===== config.mk =====
export PLATFORM = sky130hd
export DESIGN_NAME = pwmt_top
export DESIGN_NICKNAME = d
export VERILOG_FILES = /design/src/rtl/pwmt_pkg.sv /design/src/rtl/pwmt_regs.sv /design/src/rtl/pwmt_counter.sv /design/src/rtl/pwmt_channel.sv /design/src/rtl/pwmt_top.sv
export SDC_FILE = /design/constraint.sdc
export NUM_CORES = 1
export LEC_CHECK = 0
export CAP_MARGIN = 20
export CORE_MARGIN = 5
export CORE_UTILIZATION = 60
export CTS_BUF_LIST = sky130_fd_sc_hd__clkbuf_4 sky130_fd_sc_hd__clkbuf_8
export CTS_CLUSTER_SIZE = 25
export DETAILED_ROUTE_END_ITERATION = 10
export PLACE_DENSITY = 0.76
export SLEW_MARGIN = 20
export SYNTH_ARGS = -nofsm -noshare
export SYNTH_HDL_FRONTEND = slang
export SYNTH_SLANG_ARGS = --single-unit

===== constraint.sdc =====
create_clock -name clk -period 37 [get_ports clk]
set_input_delay 7.4 -clock clk [delete_from_list [all_inputs] [get_ports clk]]
set_output_delay 7.4 -clock clk [all_outputs]
set_load 0.02 [all_outputs]

===== src/rtl/pwmt_pkg.sv =====
package pwmt_pkg;

  // Byte offsets of the register map
  localparam int unsigned ADR_CTRL    = 32'h00;
  localparam int unsigned ADR_COUNT   = 32'h04;
  localparam int unsigned ADR_LIMIT   = 32'h08;
  localparam int unsigned ADR_CH_BASE = 32'h0C;
  localparam int unsigned CH_STRIDE   = 8;
  localparam int unsigned ADR_START   = 32'h4C;
  localparam int unsigned ADR_OINIT   = 32'h5C;
  localparam int unsigned ADR_MASK    = 32'h60;
  localparam int unsigned ADR_INVERT  = 32'h70;

  typedef enum logic [1:0] {
    SRC_OFF = 2'd0,
    SRC_SYS = 2'd1,
    SRC_FIX = 2'd2,
    SRC_EXT = 2'd3
  } src_e;

endpackage


===== src/rtl/pwmt_regs.sv =====
module pwmt_regs
  import pwmt_pkg::*;
#(
  parameter int unsigned CW  = 16,
  parameter int unsigned NCH = 8,
  parameter int unsigned AW  = 8,
  parameter int unsigned DW  = 32,
  parameter int unsigned PSW = 3
) (
  input  logic                    clk,
  input  logic                    rst_n,
  input  logic                    wr_en,
  input  logic [AW-1:0]           wr_addr,
  input  logic [DW-1:0]           wr_data,
  input  logic [AW-1:0]           rd_addr,
  output logic [DW-1:0]           rd_data,
  input  logic [CW-1:0]           cnt,
  output logic [PSW-1:0]          ps,
  output src_e                    src,
  output logic                    ctrl_wr,
  output logic                    cnt_wr,
  output logic [CW-1:0]           cntin,
  output logic [CW-1:0]           mod_buf,
  output logic [NCH-1:0][CW-1:0]  cv_buf,
  output logic [NCH-1:0]          chmode,
  output logic [NCH-1:0]          mask,
  output logic [NCH-1:0]          pol
);

  localparam int unsigned IW     = (NCH > 1) ? $clog2(NCH) : 1;
  localparam int unsigned CTW    = PSW + 2;
  localparam int unsigned OIW    = 8;
  localparam int unsigned CH_END = ADR_CH_BASE + CH_STRIDE * NCH;

  logic [AW-1:0]  wa, ra, w_off, r_off;
  logic           w_lim, w_start, w_oinit, w_mask, w_inv, w_chhit, w_iscv;
  logic [IW-1:0]  w_idx, r_idx;
  logic           r_chhit;

  logic [CTW-1:0] ctrl_q, ctrl_nxt;
  logic [CW-1:0]  lim_q, lim_nxt, start_q, start_nxt;
  logic [OIW-1:0] oinit_q, oinit_nxt;
  logic [NCH-1:0] mask_q, mask_nxt, inv_q, inv_nxt;
  logic [NCH-1:0][3:0] ctl_all;

  logic unused_bits;
  assign unused_bits = ^{wr_addr[1:0], rd_addr[1:0], wr_data};

  // ---------------- write decode ----------------
  always_comb begin
    wa      = {wr_addr[AW-1:2], 2'b00};
    ctrl_wr = wr_en && (wa == AW'(ADR_CTRL));
    cnt_wr  = wr_en && (wa == AW'(ADR_COUNT));
    w_lim   = wr_en && (wa == AW'(ADR_LIMIT));
    w_start = wr_en && (wa == AW'(ADR_START));
    w_oinit = wr_en && (wa == AW'(ADR_OINIT));
    w_mask  = wr_en && (wa == AW'(ADR_MASK));
    w_inv   = wr_en && (wa == AW'(ADR_INVERT));
    w_chhit = wr_en && (wa >= AW'(ADR_CH_BASE)) && (wa < AW'(CH_END));
    w_off   = wa - AW'(ADR_CH_BASE);
    w_idx   = w_off[IW+2:3];
    w_iscv  = w_off[2];
  end

  // ---------------- shared registers: next state ----------------
  always_comb begin
    ctrl_nxt  = ctrl_wr ? wr_data[CTW-1:0] : ctrl_q;
    lim_nxt   = w_lim   ? wr_data[CW-1:0]  : lim_q;
    start_nxt = w_start ? wr_data[CW-1:0]  : start_q;
    oinit_nxt = w_oinit ? wr_data[OIW-1:0] : oinit_q;
    mask_nxt  = w_mask  ? wr_data[NCH-1:0] : mask_q;
    inv_nxt   = w_inv   ? wr_data[NCH-1:0] : inv_q;
  end

  always_ff @(posedge clk or negedge rst_n) begin
    if (!rst_n) begin
      ctrl_q  <= '0;
      lim_q   <= '1;
      start_q <= '0;
      oinit_q <= '0;
      mask_q  <= '1;
      inv_q   <= '0;
    end else begin
      ctrl_q  <= ctrl_nxt;
      lim_q   <= lim_nxt;
      start_q <= start_nxt;
      oinit_q <= oinit_nxt;
      mask_q  <= mask_nxt;
      inv_q   <= inv_nxt;
    end
  end

  // ---------------- per-channel holding registers ----------------
  for (genvar g = 0; g < NCH; g++) begin : g_ch
    logic [3:0]    ctl_q, ctl_nxt;
    logic [CW-1:0] cv_q, cv_nxt;
    logic          sel_me;

    always_comb begin
      sel_me  = w_chhit && (w_idx == IW'(g));
      ctl_nxt = (sel_me && !w_iscv) ? wr_data[5:2]     : ctl_q;
      cv_nxt  = (sel_me &&  w_iscv) ? wr_data[CW-1:0]  : cv_q;
    end

    always_ff @(posedge clk or negedge rst_n) begin
      if (!rst_n) begin
        ctl_q <= '0;
        cv_q  <= '0;
      end else begin
        ctl_q <= ctl_nxt;
        cv_q  <= cv_nxt;
      end
    end

    assign ctl_all[g] = ctl_q;
    assign cv_buf[g]  = cv_q;
    assign chmode[g]  = ctl_q[3] & ctl_q[1];
  end

  // ---------------- read mux ----------------
  always_comb begin
    ra      = {rd_addr[AW-1:2], 2'b00};
    r_chhit = (ra >= AW'(ADR_CH_BASE)) && (ra < AW'(CH_END));
    r_off   = ra - AW'(ADR_CH_BASE);
    r_idx   = r_off[IW+2:3];
    rd_data = '0;
    if (r_chhit) begin
      if (r_off[2]) rd_data = DW'(cv_buf[r_idx]);
      else          rd_data = DW'({ctl_all[r_idx], 2'b00});
    end else if (ra == AW'(ADR_CTRL))   rd_data = DW'(ctrl_q);
    else if (ra == AW'(ADR_COUNT))      rd_data = DW'(cnt);
    else if (ra == AW'(ADR_LIMIT))      rd_data = DW'(lim_q);
    else if (ra == AW'(ADR_START))      rd_data = DW'(start_q);
    else if (ra == AW'(ADR_OINIT))      rd_data = DW'(oinit_q);
    else if (ra == AW'(ADR_MASK))       rd_data = DW'(mask_q);
    else if (ra == AW'(ADR_INVERT))     rd_data = DW'(inv_q);
  end

  assign ps      = ctrl_q[PSW-1:0];
  assign src     = src_e'(ctrl_q[PSW+1:PSW]);
  assign cntin   = start_q;
  assign mod_buf = lim_q;
  assign mask    = mask_q;
  assign pol     = inv_q;

  AST_ONE_WRITE_TARGET: assert property (@(posedge clk) disable iff (!rst_n)
    $countones({ctrl_wr, cnt_wr, w_lim, w_start, w_oinit, w_mask, w_inv, w_chhit}) <= 1);

endmodule


===== src/rtl/pwmt_counter.sv =====
module pwmt_counter
  import pwmt_pkg::*;
#(
  parameter int unsigned CW  = 16,
  parameter int unsigned PSW = 3
) (
  input  logic           clk,
  input  logic           rst_n,
  input  src_e           src,
  input  logic [PSW-1:0] ps,
  input  logic           ctrl_wr,
  input  logic           cnt_wr,
  input  logic           tick_sys,
  input  logic           tick_fix,
  input  logic           tick_ext,
  input  logic [CW-1:0]  cntin,
  input  logic [CW-1:0]  mod_buf,
  output logic [CW-1:0]  cnt,
  output logic           load
);

  localparam int unsigned PRW = (1 << PSW) - 1;

  logic [PRW-1:0] pre_q, pre_nxt, lim;
  logic [CW-1:0]  cnt_q, cnt_nxt, mod_q, mod_nxt;
  logic           sel, step, wrap;

  always_comb begin
    unique case (src)
      SRC_SYS: sel = tick_sys;
      SRC_FIX: sel = tick_fix;
      SRC_EXT: sel = tick_ext;
      default: sel = 1'b0;
    endcase
    lim  = PRW'((32'd1 << ps) - 32'd1);
    step = sel && !cnt_wr && (pre_q == lim);
    wrap = step && (cnt_q == mod_q);
    load = wrap || cnt_wr || (src == SRC_OFF);

    if (cnt_wr || ctrl_wr)  pre_nxt = '0;
    else if (sel)           pre_nxt = (pre_q == lim) ? '0 : pre_q + PRW'(1);
    else                    pre_nxt = pre_q;

    if (cnt_wr || wrap)     cnt_nxt = cntin;
    else if (step)          cnt_nxt = cnt_q + CW'(1);
    else                    cnt_nxt = cnt_q;

    mod_nxt = load ? mod_buf : mod_q;
  end

  always_ff @(posedge clk or negedge rst_n) begin
    if (!rst_n) begin
      pre_q <= '0;
      cnt_q <= '0;
      mod_q <= '1;
    end else begin
      pre_q <= pre_nxt;
      cnt_q <= cnt_nxt;
      mod_q <= mod_nxt;
    end
  end

  assign cnt = cnt_q;

  AST_STOP_HOLD: assert property (@(posedge clk) disable iff (!rst_n)
    (src == SRC_OFF && !cnt_wr) |=> $stable(cnt_q));
  AST_PRE_LIMIT: assert property (@(posedge clk) disable iff (!rst_n)
    pre_q <= lim);
  AST_WRAP_RELOAD: assert property (@(posedge clk) disable iff (!rst_n)
    wrap |=> (cnt_q == $past(cntin)));
  AST_COUNT_WRITE: assert property (@(posedge clk) disable iff (!rst_n)
    cnt_wr |=> (cnt_q == $past(cntin) && pre_q == '0));
  AST_LIMIT_HOLD: assert property (@(posedge clk) disable iff (!rst_n)
    !load |=> $stable(mod_q));

endmodule


===== src/rtl/pwmt_channel.sv =====
module pwmt_channel #(
  parameter int unsigned CW = 16
) (
  input  logic          clk,
  input  logic          rst_n,
  input  logic          load,
  input  logic [CW-1:0] cv_buf,
  input  logic [CW-1:0] cnt,
  input  logic          mode,
  input  logic          mask,
  input  logic          pol,
  output logic          pwm
);

  logic [CW-1:0] cv_q, cv_nxt;
  logic          raw;

  always_comb begin
    cv_nxt = load ? cv_buf : cv_q;
    raw    = mode && (cnt < cv_q);
    pwm    = pol ^ (raw && !mask);
  end

  always_ff @(posedge clk or negedge rst_n) begin
    if (!rst_n) cv_q <= '0;
    else        cv_q <= cv_nxt;
  end

  AST_THRESH_HOLD: assert property (@(posedge clk) disable iff (!rst_n)
    !load |=> $stable(cv_q));
  AST_ZERO_DUTY: assert property (@(posedge clk) disable iff (!rst_n)
    (cv_q == '0) |-> (pwm == pol));

endmodule


===== src/rtl/pwmt_top.sv =====
module pwmt_top
  import pwmt_pkg::*;
#(
  parameter int unsigned CW  = 16,
  parameter int unsigned NCH = 8,
  parameter int unsigned AW  = 8,
  parameter int unsigned DW  = 32,
  parameter int unsigned PSW = 3
) (
  input  logic           clk,
  input  logic           rst_n,
  input  logic           tick_sys,
  input  logic           tick_fix,
  input  logic           tick_ext,
  input  logic           wr_en,
  input  logic [AW-1:0]  wr_addr,
  input  logic [DW-1:0]  wr_data,
  input  logic [AW-1:0]  rd_addr,
  output logic [DW-1:0]  rd_data,
  output logic [NCH-1:0] pwm_out
);

  logic [1:0] rst_sync_q;
  logic       rst_int_n;

  always_ff @(posedge clk or negedge rst_n) begin
    if (!rst_n) rst_sync_q <= '0;
    else        rst_sync_q <= {rst_sync_q[0], 1'b1};
  end
  assign rst_int_n = rst_sync_q[1];

  logic [PSW-1:0]         ps;
  src_e                   src;
  logic                   ctrl_wr, cnt_wr, load;
  logic [CW-1:0]          cntin, mod_buf, cnt;
  logic [NCH-1:0][CW-1:0] cv_buf;
  logic [NCH-1:0]         chmode, mask, pol;

  pwmt_regs #(.CW(CW), .NCH(NCH), .AW(AW), .DW(DW), .PSW(PSW)) u_regs (
    .clk     (clk),
    .rst_n   (rst_int_n),
    .wr_en   (wr_en),
    .wr_addr (wr_addr),
    .wr_data (wr_data),
    .rd_addr (rd_addr),
    .rd_data (rd_data),
    .cnt     (cnt),
    .ps      (ps),
    .src     (src),
    .ctrl_wr (ctrl_wr),
    .cnt_wr  (cnt_wr),
    .cntin   (cntin),
    .mod_buf (mod_buf),
    .cv_buf  (cv_buf),
    .chmode  (chmode),
    .mask    (mask),
    .pol     (pol)
  );

  pwmt_counter #(.CW(CW), .PSW(PSW)) u_cnt (
    .clk      (clk),
    .rst_n    (rst_int_n),
    .src      (src),
    .ps       (ps),
    .ctrl_wr  (ctrl_wr),
    .cnt_wr   (cnt_wr),
    .tick_sys (tick_sys),
    .tick_fix (tick_fix),
    .tick_ext (tick_ext),
    .cntin    (cntin),
    .mod_buf  (mod_buf),
    .cnt      (cnt),
    .load     (load)
  );

  for (genvar g = 0; g < NCH; g++) begin : g_out
    pwmt_channel #(.CW(CW)) u_ch (
      .clk    (clk),
      .rst_n  (rst_int_n),
      .load   (load),
      .cv_buf (cv_buf[g]),
      .cnt    (cnt),
      .mode   (chmode[g]),
      .mask   (mask[g]),
      .pol    (pol[g]),
      .pwm    (pwm_out[g])
    );
  end

  AST_MASK_LEVEL: assert property (@(posedge clk) disable iff (!rst_int_n)
    ((pwm_out ^ pol) & mask) == '0);
  AST_RESET_IDLE: assert property (@(posedge clk) disable iff (!rst_n)
    !rst_int_n |-> (pwm_out == '0));

endmodule


-- After elaboration in Yosys (flattened, before gate mapping)
Index checks and enable logic that the tools add are counted.
- bits in registers: 390
- logic and storage cells: 184
- multiplexer cells: 19
- magnitude comparators: 13
- add/subtract/negate cells: 5
- bitwise gates (word level): 16
- equality and inequality tests: 24
- reduce and logical (&&, ||, !) cells: 72
- shifts and indexed selects: 1
- operators by type and width (cell ; number):
    32-bit 2-to-1 mux ; 7
    16-bit less-than comparator ; 8
    16-bit 2-to-1 mux ; 4
    1-bit logical AND ; 53
    16-bit binary-select mux with 3-bit select ; 1
    6-bit by 5-bit equality test with 1-bit output, second input constant ; 8
    7-bit 2-to-1 mux ; 3
    16-bit by 1-bit adder with 16-bit output, second input constant ; 1
    16-bit equality test ; 1
    8-bit by 4-bit >= comparator with 1-bit output, second input constant ; 2
    8-bit by 7-bit less-than comparator with 1-bit output, second input constant ; 2
    4-bit binary-select mux with 3-bit select ; 1
    3-bit equality test, second input constant ; 4
    6-bit by 1-bit equality test with 1-bit output, second input constant ; 2
    6-bit by 2-bit equality test with 1-bit output, second input constant ; 2
    6-bit logical NOT ; 2
    6-bit by 4-bit subtractor with 6-bit output, second input constant ; 2
    1-bit logical NOT ; 10
    1-bit bitwise AND ; 8
    8-bit 2-to-1 mux ; 1
    1-bit XOR ; 8
    7-bit by 1-bit adder with 7-bit output, second input constant ; 1
    7-bit equality test ; 1
    1-bit by 3-bit << shifter with 7-bit output, first input constant ; 1
    12 further kinds ; 17

-- Logic depth before layout (Yosys ltp)
- word-level depth: 9
- gate-level depth with buffers: 11
- gate-level depth less buffers: 8

-- Modules after synthesis
Synthesis repeated with hierarchy kept, for this count alone.
- cell total of the unflattened synthesis: 1933
- area total of the unflattened synthesis: 21224.1 sq um
- by module, submodules not included (module ; cells each ; area an instance (sq um) ; seq. area each (sq um) ; times used):
    pwmt_regs ; 864 ; 11091.9 ; 5560.3 ; 1
    pwmt_channel ; 104 ; 963.4 ; 400.4 ; 8
    pwmt_counter ; 234 ; 2371.0 ; 996.0 ; 1
    pwmt_top ; 3 ; 53.8 ; 50.0 ; 1

-- Worst setup path after synthesis
OpenSTA, ideal clock, no wires.
- path kind: input port to output port
- from: input rd_addr[2]
- to: output rd_data[2]
- setup slack: 19.647 ns
- cell stages on the path: 11
- arrival: 9.953 ns
- cells stage by stage: clkbuf_1 > inv_1 > ha_1 > clkbuf_1 > buf_2 > buf_2 > clkbuf_1 > nor2_1 > a31oi_1 > nand4_1 > a32oi_1
- cells in the longest elaborated chain, start to end: 9
- elaborated cells on any way between the ends: 24
- those cells by class: 1 x add/sub; 2 x order compare; 6 x eq/ne; 13 x mux; 2 x reduce/logical
- RTL lines (what ; RTL line ; text):
    from (decl) ; pwmt_top.sv:18 ; input logic [AW-1:0] rd_addr,
    parallel branches: the longest is 8 deep, another holds 6-bit by 4-bit subtractor with 6-bit output ; - ;
    32-bit 2-to-1 mux * ; pwmt_regs.sv:127 ; if (r_chhit) begin
    to (decl) ; pwmt_top.sv:19 ; output logic [DW-1:0] rd_data,
Mark *: on every way between the ends. The select of a mux whose other input is x is not followed.

-- Worst setup path after layout
- from: input rd_addr[2]
- to: output rd_data[5]
Same word-level chain as after synthesis.

==> metrics.txt <==
# TYPE chip_impl_metric gauge
chip_impl_metric{name="vdd_ir_drop_max",unit="mV"} 0.0315
chip_impl_info{name="path_common_cell",value="clkdlybuf4s50_1"} 1
chip_impl_metric{name="routed_wire_length_per_instance",unit="um"} 23.8
chip_impl_metric{name="combPwrFrac",unit=""} 0.246
chip_impl_metric{name="ys_warn_count",unit=""} 0
chip_impl_metric{name="via_count_of_the_first_global_routing_pass",unit=""} 15300
chip_impl_metric{name="drc",unit=""} 0
chip_impl_info{name="type_of_origin_of_the_critical_path",value="primary input"} 1
chip_impl_metric{name="p_sw_frac",unit=""} 0.313
chip_impl_metric{name="drt-pass1-iter-count",unit=""} 5
chip_impl_metric{name="synthesis.area",unit="sq um"} 21300
chip_impl_metric{name="critical_path_required_time",unit="ps"} 29600
chip_impl_metric{name="detailroute.via_count",unit=""} 14700
chip_impl_metric{name="finalWorstPathRequiredPeriod",unit="ps"} 19470
chip_impl_metric{name="finalWeightedCongestion",unit=""} 0.886
chip_impl_metric{name="yosysSeqAreaShare",unit=""} 0.461
chip_impl_metric{name="slew_headroom",unit=""} 0.246
chip_impl_metric{name="hold_viol_final",unit=""} 0
chip_impl_metric{name="r2r.worst_path.cells",unit=""} 8
chip_impl_metric{name="finish.utilization",unit=""} 0.666
chip_impl_metric{name="number_of_synthesized_flops_with_an_enable_pin",unit=""} 0
chip_impl_metric{name="fraction_of_final_layout_cells_with_drive_strength_greater_than_1",unit=""} 0.289
chip_impl_metric{name="power.sequential.fraction",unit=""} 0.446
chip_impl_metric{name="grt.overflow.total",unit=""} 0
chip_impl_metric{name="switching_power",unit="uW"} 410
chip_impl_metric{name="timing.final.crit_share",unit=""} 0.526
chip_impl_metric{name="clock_latency",unit="ps"} 590
chip_impl_metric{name="grt_start_max_net_pins",unit=""} 81
chip_impl_metric{name="nNetsFinal",unit=""} 2020
chip_impl_metric{name="post_synth_num_cell_types",unit=""} 74
chip_impl_metric{name="die_y",unit="um"} 198
chip_impl_info{name="clock-root-buffer",value="clkbuf_8"} 1
chip_impl_metric{name="die_w",unit="um"} 198
chip_impl_metric{name="ios",unit=""} 94
chip_impl_metric{name="cts_hold_repair.buffers",unit=""} 0
chip_impl_metric{name="asyncSetResetFlopFracSynth",unit=""} 1.00
chip_impl_info{name="synth_top_flop_cell",value="dfrtp_1"} 1
chip_impl_metric{name="htree_num_levels",unit=""} 3
chip_impl_metric{name="fmax",unit="MHz"} 51.4
chip_impl_metric{name="design.die.area",unit="sq um"} 39300
chip_impl_metric{name="start_util",unit=""} 0.603
chip_impl_metric{name="gr-usage-all-layers",unit=""} 0.288
chip_impl_metric{name="timing_max_transition_violations_final",unit=""} 0
chip_impl_metric{name="cts-root-to-sink-buffers",unit=""} 3
chip_impl_metric{name="worst-path-max-fanout",unit=""} 14
chip_impl_metric{name="worst_path_largest_cell_delay",unit="ps"} 820
chip_impl_metric{name="antenna_violations_before_repair",unit=""} 0
chip_impl_info{name="critical_path.cell_chain",value="clkdlybuf4s50_1, ha_1, o31a_1, nor3_1, nand2_1, a31oi_1, nand4_1, o211ai_1, clkdlybuf4s50_1"} 1
chip_impl_metric{name="transition_at_the_pin_with_the_smallest_max_transition_slack",unit="ps"} 1130
chip_impl_metric{name="worst_clock_skew",unit="ps"} 34.9
chip_impl_metric{name="synth.avg_cell_area",unit="sq um"} 11.9
chip_impl_metric{name="postCtsSetupBuffers",unit=""} 0
chip_impl_metric{name="r2r_setup_slack",unit="ps"} 32310
chip_impl_info{name="critical_path_class",value="primary input to output pin"} 1
chip_impl_metric{name="crit_path_dat",unit="ps"} 12070
chip_impl_metric{name="area_growth_syn_to_layout",unit="%"} 10.5
chip_impl_metric{name="diodes",unit=""} 0
chip_impl_info{name="grt_setup_unrepaired",value="false"} 1
chip_impl_metric{name="p_leak",unit="uW"} 0.0110
chip_impl_metric{name="fillers",unit=""} 2632
chip_impl_info{name="cp-end-kind",value="output pin"} 1
chip_impl_metric{name="grt_pass1_wl",unit="um"} 87200
chip_impl_metric{name="via_per_inst",unit=""} 6.28
chip_impl_info{name="worstHoldPathType",value="flip-flop to asynchronous set/reset pin"} 1
chip_impl_metric{name="worst_setup_hold_path_clk_slew",unit="ps"} 60
chip_impl_metric{name="port_buffers",unit=""} 57
chip_impl_metric{name="cts_repair_resize_count",unit=""} 0
chip_impl_metric{name="rows",unit=""} 69
chip_impl_metric{name="tritoncts_num_sinks",unit=""} 390
chip_impl_metric{name="max-cap-violations",unit=""} 0
chip_impl_metric{name="timing.final.setup_violations",unit=""} 0
chip_impl_metric{name="p_int",unit="uW"} 902
chip_impl_metric{name="postRouteAntennaNets",unit=""} 0
chip_impl_metric{name="dr.first_iter.drc_count",unit=""} 1071
chip_impl_metric{name="synth_seq_cells",unit=""} 390
chip_impl_metric{name="power_frac_clock",unit=""} 0.308
chip_impl_metric{name="postRouteWirelength",unit="um"} 55800
chip_impl_metric{name="stdcell_count",unit=""} 2345
chip_impl_info{name="status",value="finished clean"} 1
chip_impl_metric{name="core_area",unit="sq um"} 35300
chip_impl_info{name="tritoncts",value="built"} 1
chip_impl_info{name="critical-path-slowest-cell",value="nor3_1"} 1
chip_impl_metric{name="power.density",unit="nW/um^2"} 55.8
chip_impl_info{name="r2r_end",value="g_out[2].u_ch.cv_q[9]$_DFFE_PN0P_"} 1
chip_impl_metric{name="cells_after_synth",unit=""} 1786
chip_impl_metric{name="numPlacedInstances",unit=""} 2225
chip_impl_info{name="start_of_the_worst_register_to_register_path",value="u_cnt.cnt[1]$_DFFE_PN0P_"} 1
chip_impl_metric{name="fin_tns_setup",unit="ps"} 0
chip_impl_metric{name="numCtsBuffers",unit=""} 68
chip_impl_metric{name="hpwlAfterDp",unit="um"} 38400
==> placed cells by master (no fill, tap or decap), types with 40 or more instances in the layout <==
master           instances
clkdlybuf4s50_1         57
clkbuf_8                83
mux2_2                 310
dfstp_2                 40
a21oi_1                 41
dfrtp_1                349
nor2_1                  78
mux2_1                  60
inv_1                  143
ha_1                   129
nand2_1                 75
==> how the worst max path moves through the flow <==
| stage | cells past startpoint | slack (ps) | startpoint | end |
|---|---|---|---|---|
| CTS | 9 | 17670 | rd_addr[2] | rd_data[5] |
| finish | 9 | 17530 | rd_addr[2] | rd_data[5] |
| floorplan | 11 | 19650 | rd_addr[2] | rd_data[2] |
| global route | 9 | 17410 | rd_addr[2] | rd_data[5] |
| detailed placement | 9 | 17680 | rd_addr[2] | rd_data[5] |
| global placement | 9 | 17670 | rd_addr[2] | rd_data[5] |
==> registers in the layout (all words and copies together) (netlist names), 8 cells and up <==
| signal | count |
|---|---|
| g_out.u_ch.cv_q | 128 |
| u_regs.g_ch.cv_q | 128 |
| u_regs.g_ch.ctl_q | 32 |
| u_cnt.cnt | 16 |
| u_cnt.mod_q | 16 |
| u_regs.cntin | 16 |
| u_regs.mod_buf | 16 |
| u_regs.mask | 8 |
| u_regs.oinit_q | 8 |
| u_regs.pol | 8 |
==> critical path, delay by kind of cell <==
kind	cells	cell delay [ps]
AND/OR/NAND/NOR	3	1840
buffers and inverters	2	1350
AO/OA/AOI/OAI	3	970
adder cells (fa/ha/maj)	1	490
==> cells in the mapped netlist (all sizes together) (4+ instances only) <==
cell | count | share of area
a211oi | 19 | 0.0067
a21o | 22 | 0.0078
a21oi | 42 | 0.0099
a221oi | 12 | 0.0049
a222oi | 6 | 0.0028
a22oi | 7 | 0.0025
a31oi | 5 | 0.0015
a32oi | 4 | 0.0016
and2 | 5 | 0.0015
and3 | 10 | 0.0029
and4 | 8 | 0.0033
buf | 75 | 0.024
clkbuf | 42 | 0.0074
dfrtp | 350 | 0.41
dfstp | 40 | 0.049
ha | 130 | 0.076
inv | 143 | 0.025
mux2 | 370 | 0.20
mux2i | 26 | 0.012
mux4 | 31 | 0.033
nand2 | 75 | 0.013
nand2b | 13 | 0.0038
nand3 | 26 | 0.0063
nand4 | 37 | 0.011
nor2 | 81 | 0.014
nor2b | 20 | 0.0059
nor3 | 26 | 0.0066
nor4 | 8 | 0.0034
nor4bb | 6 | 0.0028
o211ai | 12 | 0.0045
o21ai | 32 | 0.0075
o21bai | 4 | 0.0014
o221ai | 10 | 0.0041
o22ai | 5 | 0.0015
o2bb2ai | 4 | 0.0016
o31ai | 5 | 0.0018
o32ai | 8 | 0.0033
or3 | 4 | 0.0012
xnor2 | 28 | 0.012
xor2 | 6 | 0.0025
==> cells by family (layout without fill, tap and decap cells) <==
family | after synthesis | count (layout) | synth area share
compound gates | 213 | 213 | 0.0703
xor+xnor | 34 | 34 | 0.0140
fa+ha+maj | 130 | 130 | 0.0764
buf+inv | 260 | 343 | 0.0567
flops | 390 | 390 | 0.461
mux | 427 | 427 | 0.241
other cells | 2 | 17 | 0.000353
simple gates | 330 | 330 | 0.0808
==> layout make-up <==
| class | count | area, sq um | share of cell area |
|---|---|---|---|
| clock inverters | 8 | 45.0 | 0.00192 |
| well taps | 461 | 577 | 0.0245 |
| clock buffers | 110 | 1350 | 0.0572 |
| repair buffers | 82 | 798 | 0.0339 |
| flip-flops and latches | 390 | 9810 | 0.417 |
| multi-input cells | 1151 | 10400 | 0.442 |
| inverters | 143 | 537 | 0.0228 |
==> stage by stage <==
step	cell area, sq um	setup WS, ps	hold slack, ps	total power, uW
2_1_floorplan	21300	19650	331	810
3_3_place_gp	22100	17670	335	890
3_5_place_dp	22100	17680	340	912
4_1_cts	23500	17670	353	1320
5_1_grt	23500	17410	265	1380
6_report	23500	17530	231	1310
==> power by group through the flow <==
| stage | logic, uW | registers [uW] | clock network (uW) |
|---|---|---|---|
| 3_5_place_dp | 320 | 592 | 0 |
| 2_1_floorplan | 242 | 568 | 0 |
| 3_3_place_gp | 303 | 586 | 0 |
| 4_1_cts | 322 | 585 | 411 |
| 5_1_grt | 356 | 595 | 433 |
| 6_report | 323 | 585 | 405 |
==> per-layer routing <==
| layer | track usage | vias up | wire, um |
|---|---|---|---|
| met5 | 0 | - | 0 |
| met4 | 0.150 | 0 | 3140 |
| met3 | 0.0512 | 176 | 3530 |
| met2 | 0.469 | 533 | 26600 |
| met1 | 0.371 | 7489 | 22500 |
| li1 | - | 6518 | - |
No activity file was read; power rests on OpenSTA's default activity.
